==> src/rtl/pwm_dbuf_pkg.sv <==
package pwm_dbuf_pkg;
  localparam int unsigned CNT_W_DEF  = 16;
  localparam int unsigned NUM_CH_DEF = 6;

  typedef enum logic [1:0] {
    CNT_HOLD = 2'd0,
    CNT_STEP = 2'd1,
    CNT_WRAP = 2'd2,
    CNT_ZERO = 2'd3
  } cnt_op_e;
endpackage

==> src/rtl/pwm_tb_rstsync.sv <==
module pwm_tb_rstsync (
  input  logic clk,
  input  logic rst_n,
  output logic rst_sync_n
);
  logic [1:0] sync_q;

  always_ff @(posedge clk or negedge rst_n) begin
    if (!rst_n) sync_q <= 2'b00;
    else        sync_q <= {sync_q[0], 1'b1};
  end

  assign rst_sync_n = sync_q[1];
endmodule

==> src/rtl/pwm_tb_counter.sv <==
module pwm_tb_counter
  import pwm_dbuf_pkg::*;
#(
  parameter int unsigned CNT_W = 16
) (
  input  logic             clk,
  input  logic             rst_n,
  input  logic             run,
  input  logic             clr,
  input  logic [CNT_W-1:0] per_act,
  output logic [CNT_W-1:0] cnt,
  output logic             period_end
);
  cnt_op_e          op;
  logic [CNT_W-1:0] cnt_d;
  logic [CNT_W-1:0] cnt_q;

  always_comb begin
    if (clr)                 op = CNT_ZERO;
    else if (!run)           op = CNT_HOLD;
    else if (cnt_q >= per_act) op = CNT_WRAP;
    else                     op = CNT_STEP;
  end

  always_comb begin
    case (op)
      CNT_STEP: cnt_d = cnt_q + CNT_W'(1);
      CNT_WRAP: cnt_d = '0;
      CNT_ZERO: cnt_d = '0;
      default:  cnt_d = cnt_q;
    endcase
  end

  always_ff @(posedge clk or negedge rst_n) begin
    if (!rst_n) cnt_q <= '0;
    else        cnt_q <= cnt_d;
  end

  assign cnt        = cnt_q;
  assign period_end = (op == CNT_WRAP);
endmodule

==> src/rtl/pwm_tb_regbank.sv <==
module pwm_tb_regbank #(
  parameter int unsigned CNT_W  = 16,
  parameter int unsigned NUM_CH = 6,
  parameter int unsigned SEL_W  = 3
) (
  input  logic                         clk,
  input  logic                         rst_n,
  input  logic                         per_wr,
  input  logic [CNT_W-1:0]             per_wdata,
  input  logic                         duty_wr,
  input  logic [SEL_W-1:0]             duty_sel,
  input  logic [CNT_W-1:0]             duty_wdata,
  input  logic                         load_req,
  input  logic                         period_end,
  output logic [CNT_W-1:0]             per_act,
  output logic [NUM_CH-1:0][CNT_W-1:0] duty_act,
  output logic                         load_pending
);
  logic             pend_q, pend_d;
  logic             xfer;
  logic [CNT_W-1:0] per_sh_q, per_sh_d;
  logic [CNT_W-1:0] per_act_q, per_act_d;

  assign xfer   = period_end & (pend_q | load_req);
  assign pend_d = xfer ? 1'b0 : (pend_q | load_req);

  always_comb begin
    per_sh_d  = per_wr ? per_wdata : per_sh_q;
    per_act_d = xfer ? per_sh_q : per_act_q;
  end

  always_ff @(posedge clk or negedge rst_n) begin
    if (!rst_n) begin
      pend_q    <= 1'b0;
      per_sh_q  <= '0;
      per_act_q <= '0;
    end else begin
      pend_q    <= pend_d;
      per_sh_q  <= per_sh_d;
      per_act_q <= per_act_d;
    end
  end

  for (genvar i = 0; i < NUM_CH; i++) begin : g_ch
    logic             wr_en;
    logic [CNT_W-1:0] sh_q, sh_d, act_q, act_d;

    assign wr_en = duty_wr && (duty_sel == SEL_W'(i));

    always_comb begin
      sh_d  = wr_en ? duty_wdata : sh_q;
      act_d = xfer ? sh_q : act_q;
    end

    always_ff @(posedge clk or negedge rst_n) begin
      if (!rst_n) begin
        sh_q  <= '0;
        act_q <= '0;
      end else begin
        sh_q  <= sh_d;
        act_q <= act_d;
      end
    end

    assign duty_act[i] = act_q;
  end

  assign per_act      = per_act_q;
  assign load_pending = pend_q;
endmodule

==> src/rtl/pwm_tb_compare.sv <==
module pwm_tb_compare #(
  parameter int unsigned CNT_W  = 16,
  parameter int unsigned NUM_CH = 6
) (
  input  logic                         run,
  input  logic [CNT_W-1:0]             cnt,
  input  logic [NUM_CH-1:0][CNT_W-1:0] duty_act,
  output logic [NUM_CH-1:0]            pwm_raw
);
  for (genvar i = 0; i < NUM_CH; i++) begin : g_cmp
    assign pwm_raw[i] = run & (cnt < duty_act[i]);
  end
endmodule

==> src/rtl/pwm_dbuf_timebase.sv <==
module pwm_dbuf_timebase #(
  parameter  int unsigned CNT_W  = pwm_dbuf_pkg::CNT_W_DEF,
  parameter  int unsigned NUM_CH = pwm_dbuf_pkg::NUM_CH_DEF,
  localparam int unsigned SEL_W  = (NUM_CH > 1) ? $clog2(NUM_CH) : 1
) (
  input  logic              clk,
  input  logic              rst_n,
  input  logic              run,
  input  logic              clr,
  input  logic              per_wr,
  input  logic [CNT_W-1:0]  per_wdata,
  input  logic              duty_wr,
  input  logic [SEL_W-1:0]  duty_sel,
  input  logic [CNT_W-1:0]  duty_wdata,
  input  logic              load_req,
  output logic [NUM_CH-1:0] pwm_raw,
  output logic              period_end,
  output logic              load_pending
);
  logic                         rst_sync_n;
  logic [CNT_W-1:0]             cnt;
  logic [CNT_W-1:0]             per_act;
  logic [NUM_CH-1:0][CNT_W-1:0] duty_act;

  pwm_tb_rstsync u_rst (
    .clk        (clk),
    .rst_n      (rst_n),
    .rst_sync_n (rst_sync_n)
  );

  pwm_tb_counter #(.CNT_W(CNT_W)) u_cnt (
    .clk        (clk),
    .rst_n      (rst_sync_n),
    .run        (run),
    .clr        (clr),
    .per_act    (per_act),
    .cnt        (cnt),
    .period_end (period_end)
  );

  pwm_tb_regbank #(.CNT_W(CNT_W), .NUM_CH(NUM_CH), .SEL_W(SEL_W)) u_regs (
    .clk          (clk),
    .rst_n        (rst_sync_n),
    .per_wr       (per_wr),
    .per_wdata    (per_wdata),
    .duty_wr      (duty_wr),
    .duty_sel     (duty_sel),
    .duty_wdata   (duty_wdata),
    .load_req     (load_req),
    .period_end   (period_end),
    .per_act      (per_act),
    .duty_act     (duty_act),
    .load_pending (load_pending)
  );

  pwm_tb_compare #(.CNT_W(CNT_W), .NUM_CH(NUM_CH)) u_cmp (
    .run      (run),
    .cnt      (cnt),
    .duty_act (duty_act),
    .pwm_raw  (pwm_raw)
  );
endmodule

==> config.mk <==
export PLATFORM = sky130hd
export DESIGN_NAME = pwm_dbuf_timebase
export DESIGN_NICKNAME = d
export VERILOG_FILES = /design/src/rtl/pwm_dbuf_pkg.sv /design/src/rtl/pwm_tb_rstsync.sv /design/src/rtl/pwm_tb_counter.sv /design/src/rtl/pwm_tb_regbank.sv /design/src/rtl/pwm_tb_compare.sv /design/src/rtl/pwm_dbuf_timebase.sv
export SDC_FILE = /design/constraint.sdc
export NUM_CORES = 1
export LEC_CHECK = 0
export CAP_MARGIN = 20
export CELL_PAD_IN_SITES_DETAIL_PLACEMENT = 1
export CELL_PAD_IN_SITES_GLOBAL_PLACEMENT = 1
export CORE_MARGIN = 4
export CORE_UTILIZATION = 55
export DETAILED_ROUTE_END_ITERATION = 8
export DONT_BUFFER_PORTS = 1
export HOLD_SLACK_MARGIN = 0.05
export PLACE_DENSITY_LB_ADDON = 0.08
export SYNTH_ARGS = -nofsm -noshare
export SYNTH_HDL_FRONTEND = slang
export SYNTH_SLANG_ARGS = --single-unit
==> constraint.sdc <==
create_clock -name clk -period 22.8 [get_ports clk]
set_clock_uncertainty 0.15 [all_clocks]
set_input_delay 2.28 -clock clk [delete_from_list [all_inputs] [get_ports clk]]
set_output_delay 2.28 -clock clk [all_outputs]
set_load 0.01 [all_outputs]
; Yosys cells after proc, flatten, opt, wreduce, memory -nomap -nowiden
; Cells that the tools add are included.
[op_classes]
add_sub_neg = 1
multipliers = 0
n_div = 0
n_lt_le_gt_ge = 7
eq_ne = 8
n_shift = 0
muxes = 5
bitwise_logic = 8
n_reduce_logical = 9
[op_table]
columns = operator, count
row1 = 16-bit less-than comparator, 6
row2 = 16-bit case mux with 2 select lines, 1
row3 = "16-bit by 1-bit adder with 16-bit output, second input constant", 1
row4 = 16-bit greater-or-equal comparator, 1
row5 = 1-bit AND, 7
row6 = "3-bit by 2-bit == test with 1-bit output, second input constant", 2
row7 = "3-bit == test, second input constant", 2
row8 = 1-bit logical AND, 6
row9 = 2-bit 2-to-1 mux, 3
row10 = "2-bit == test, second input constant", 2
row11 = "3-bit by 1-bit == test with 1-bit output, second input constant", 1
row12 = 3-bit zero test, 1
row13 = "2-bit by 1-bit == test with 1-bit output, second input constant", 1
row14 = 2-bit nonzero test, 1
row15 = 2-bit OR reduction, 1
row16 = 1-bit 2-to-1 mux, 1
row17 = 1-bit OR, 1
[totals]
register_bits = 243
latch_bits = 0
ramBits = 0
romBits = 0
in_bits = 42
out_inout_bits = 8
n_memories = 0

; Depth between registers and ports, before layout
[depth]
word_depth = 7
mapped_depth = 10

; By module
; Synthesis repeated with hierarchy kept, for this count alone.
[hier_totals]
cells_unflattened = 932
area_unflattened_um2 = 12042.8
[by_module_without_submodules]
columns = mod, n_inst, cells_per_inst, area_each_um2
row1 = pwm_tb_regbank, 1, 482, 8466.9
row2 = pwm_tb_compare, 1, 312, 2275.9
row3 = pwm_tb_counter, 1, 135, 1246.2
row4 = pwm_tb_rstsync, 1, 3, 53.8

; Least setup slack after synthesis
; OpenSTA, ideal clock, no wires.
[synth_path]
path_kind = input to output
from = in run
to = out period_end
arrival_ps = 2904
required_ps = 20370
slack_ps = 17466
stages = 3
n_path_buf = 1
path_cell_list = inv_1 > clkbuf_1 > nor3_1
[synth_between]
elab_chain_len = 3
[synth_lines]
columns = element, line
row1 = "start, declared", pwm_dbuf_timebase.sv:8  ; input logic run,
row2 = 2-bit 2-to-1 mux, pwm_tb_counter.sv:20  ; else if (!run) op = CNT_HOLD;
row3 = 2-bit 2-to-1 mux, pwm_tb_counter.sv:19  ; if (clr) op = CNT_ZERO;
row4 = 2-bit == test, pwm_tb_counter.sv:40  ; assign period_end = (op == CNT_WRAP);
row5 = "end, declared", pwm_dbuf_timebase.sv:17  ; output logic period_end,
; Every way passes these cells.

; Final worst setup path
[layout_path]
from = in run
to = out pwm_raw[5]
[layout_between]
elab_chain_len = 1
[layout_lines]
columns = element, line
row1 = 1-bit AND, pwm_tb_compare.sv:11  ; assign pwm_raw[i] = run & (cnt < duty_act[i]);
row2 = "end, declared", pwm_dbuf_timebase.sv:16  ; output logic [NUM_CH-1:0] pwm_raw,
; Every way passes these cells.

==> results.py <==
metrics = {
    "timing": {
        "tightest_slew_ps": 1100,
        "tns_ps": 0,
        "fin_crit_sh_pct": 24.4,
        "fmax_ghz": 0.180,
        "final-max-slew-violation-count": 0,
        "relSlewSlack_pct": 26.6,
        "whs_ps": 89.3,
        "period_minus_slack_ps": 5570,
        "setup_viol": 0,
        "final_hold_viol_count": 0,
        "rsz0062_at_grt": "false",
    },
    "route": {
        "vias": 7098,
        "vias_per_cell": 5.77,
        "drt_wl_total_microns": 27200,
        "ant_nets": 0,
        "routedWlPerCell_microns": 22.1,
        "first_pass_iters": 4,
        "drtIter0Drc": 283,
        "drc": 0,
    },
    "grt": {
        "grt_pass1_vias": 8221,
        "grt_max_degree": 83,
        "grt_use_met2_pct": 42.3,
        "grt_use_met3_pct": 4.00,
        "busiest_layer": "met2",
        "antenna_found_initial": 0,
        "use_met1_pct": 29.0,
        "grt_overflow": 0,
        "grtUsageTotal_pct": 23.4,
        "grt_pass1_wl_microns": 44300,
    },
    "clocking": {
        "postCtsSetupRepairBufs": 0,
        "ctsResizeCount": 0,
        "clk_latency_ps": 520,
        "hold_buffers": 0,
        "htree_levels": 1,
        "path_clk_slew_ps": 60,
        "cts_tree": "done",
        "cts_made_buffers": 27,
        "cts_sinks": 243,
        "clockBufferDepth": 3,
        "cts_root_buffer": "clkbuf_16",
    },
    "critical_path": {
        "ff2ff_path_depth": 9,
        "reg2reg_setup_slack_ps": 18640,
        "worst_ep_arrival_time_ps": 3140,
        "cpPeakStageDelay_ps": 320,
        "r2r_end": "u_regs.g_ch[0].act_q[15]$_DFFE_PN0P_",
        "crit_chain": "inv_1, a211oi_1, o21a_1",
        "path_class": "in -> out",
        "crit_required_ps": 20370,
        "critPathCaptureType": "output pin",
        "timing.rr.start": "u_cnt.cnt[13]$_DFFE_PN0P_",
        "cp_max_fo": 13,
        "start_kind": "input pin",
        "crit_slowest_cell": "a211oi_1",
        "path_buf_inv": 1,
        "cp_top_family": "compound AO/OA/AOI/OAI gates",
    },
    "yosys": {
        "ys_seq_elements": 243,
        "yosys_warnings": 0,
        "yosys.area.top_type": "dfrtp_1",
        "seq_area_frac_synth_pct": 51.5,
        "synth_cells": 922,
        "synthTopCellsByArea": "dfrtp_1, mux2_2, ha_1",
        "syn_nets": 1071,
        "syn_avg_cell_area_sq_um": 12.8,
        "synth-edff-count": 0,
        "synth_cell_types": 40,
        "syn_area_sq_um": 11800,
        "synth_flop_cell": "dfrtp_1",
        "synth_top_area_share_pct": 51.5,
        "synth-async-reset-ratio_pct": 100,
    },
    "die": {
        "die_w_microns": 154,
        "initial_core_util_pct": 56.0,
        "core_region_area_sq_um": 21100,
        "dieArea_sq_um": 23900,
        "ios": 50,
        "rows": 53,
        "die_y_microns": 154,
    },
    "min_path": {
        "hp-class": "reg -> async",
    },
    "final_layout": {
        "final_area_sq_um": 13000,
        "layout-drive-gt1-share_pct": 21.3,
        "antenna_cells": 0,
        "area_growth_pct": 10.1,
        "nNetsFinal": 1086,
        "fillCellCount": 2053,
    },
    "power_and_ir_drop": {
        "finalPower_w": 0.00132,
        "power.static_leakage_nw": 6.22,
        "vdd_drop_max_mv": 0.0753,
        "power_density_nw_per_um2": 101,
    },
    "run_status": {
        "outcome": "complete, no violations",
    },
    "place": {
        "numPortBuffers": 0,
        "hpwlAfterDp_microns": 18900,
        "placed_cell_area_sq_um": 12100,
        "gp_routability_congestion": 0.754,
    },
    "job": {
        "maxCapViolations": 0,
    },
}
==> layer usage <==
metal	vias to the layer above	wire, microns
met3	50	1090
met1	3699	11200
met5	-	0
li1	3238	-
met4	0	707
met2	111	14200
==> cells in the final DEF (no fill, tap or decap), types with 8 or more instances in the layout <==
| master | n |
|---|---|
| dfrtp_1 | 242 |
| mux2_2 | 144 |
| inv_1 | 108 |
| ha_1 | 107 |
| mux2_1 | 80 |
| a21oi_1 | 33 |
| clkbuf_16 | 27 |
| nor2_1 | 24 |
| o21ai_0 | 23 |
| a21o_1 | 19 |
| nand2_1 | 18 |
| nand3_1 | 17 |
| nand4_1 | 11 |
| xor2_1 | 10 |
| clkbuf_8 | 9 |
| buf_4 | 9 |
| nor2b_1 | 8 |
==> layout make-up <==
class	count	area, sq um	area share, %
timing repair buffer	11	106	0.818
sequential	243	6080	46.8
multi-input combinational	546	5160	39.7
tap	275	344	2.65
clock inverter	7	85.1	0.655
clock buffer	40	815	6.27
inverter	108	405	3.12
==> worst max-delay path by stage <==
stage / from / end / slack [ps] / depth (start not counted)
after floorplan: u_rst.sync_q[1]$_DFF_PN0_ / u_cnt.cnt[0]$_DFFE_PN0P_ / 15380 / 0
after global placement: run / pwm_raw[5] / 17250 / 3
after detailed placement: run / pwm_raw[5] / 17230 / 3
after CTS: run / pwm_raw[5] / 17230 / 3
after global routing: run / pwm_raw[5] / 17150 / 3
final: run / pwm_raw[5] / 17230 / 3
==> cells in the mapped netlist, types with 13 or more instances <==
cell type  number
nand3_1        17
mux2_1         80
dfrtp_1       243
ha_1          107
a21o_1         19
mux2_2        144
a21oi_1        33
clkbuf_1       13
o21ai_0        23
inv_1         108
nand2_1        18
nor2_1         24
==> where the power goes <==
group	switching, W	internal [W]	leakage (nW)
clock network	0.000169	0.000267	0.450
registers	0.0000593	0.000539	3.09
logic	0.000144	0.000140	2.68
==> state kept, by name (all words and copies together) (netlist names) <==
register             flops
u_cnt.cnt               16
u_regs.load_pending      1
u_regs.g_ch.sh_q        96
u_regs.per_act          16
u_rst.sync_q             2
u_regs.g_ch.act_q       96
u_regs.per_sh_q         16
==> cells by family after synthesis <==
| family | after synthesis | share of synthesized area (%) |
|---|---|---|
| flip-flops | 243 | 51.5 |
| adder cells (fa/ha/maj) | 107 | 11.3 |
| AND/OR/NAND/NOR | 99 | 4.50 |
| XOR/XNOR | 12 | 0.891 |
| other | 1 | 0.0318 |
| buffers and inverters | 133 | 4.80 |
| multiplexers | 224 | 21.4 |
| AO/OA/AOI/OAI | 103 | 5.52 |
==> stage by stage <==
stage | util, % | instances | worst slack (ps)
floorplan | - | 922 | 15380
global placement | 57.2 | 1181 | 17250
detailed placement | 57.2 | 1181 | 17230
CTS | 61.5 | 1228 | 17230
global route | 61.6 | 1230 | 17150
finish | 61.6 | 1230 | 17230
Power figures use the tool's default switching activity.
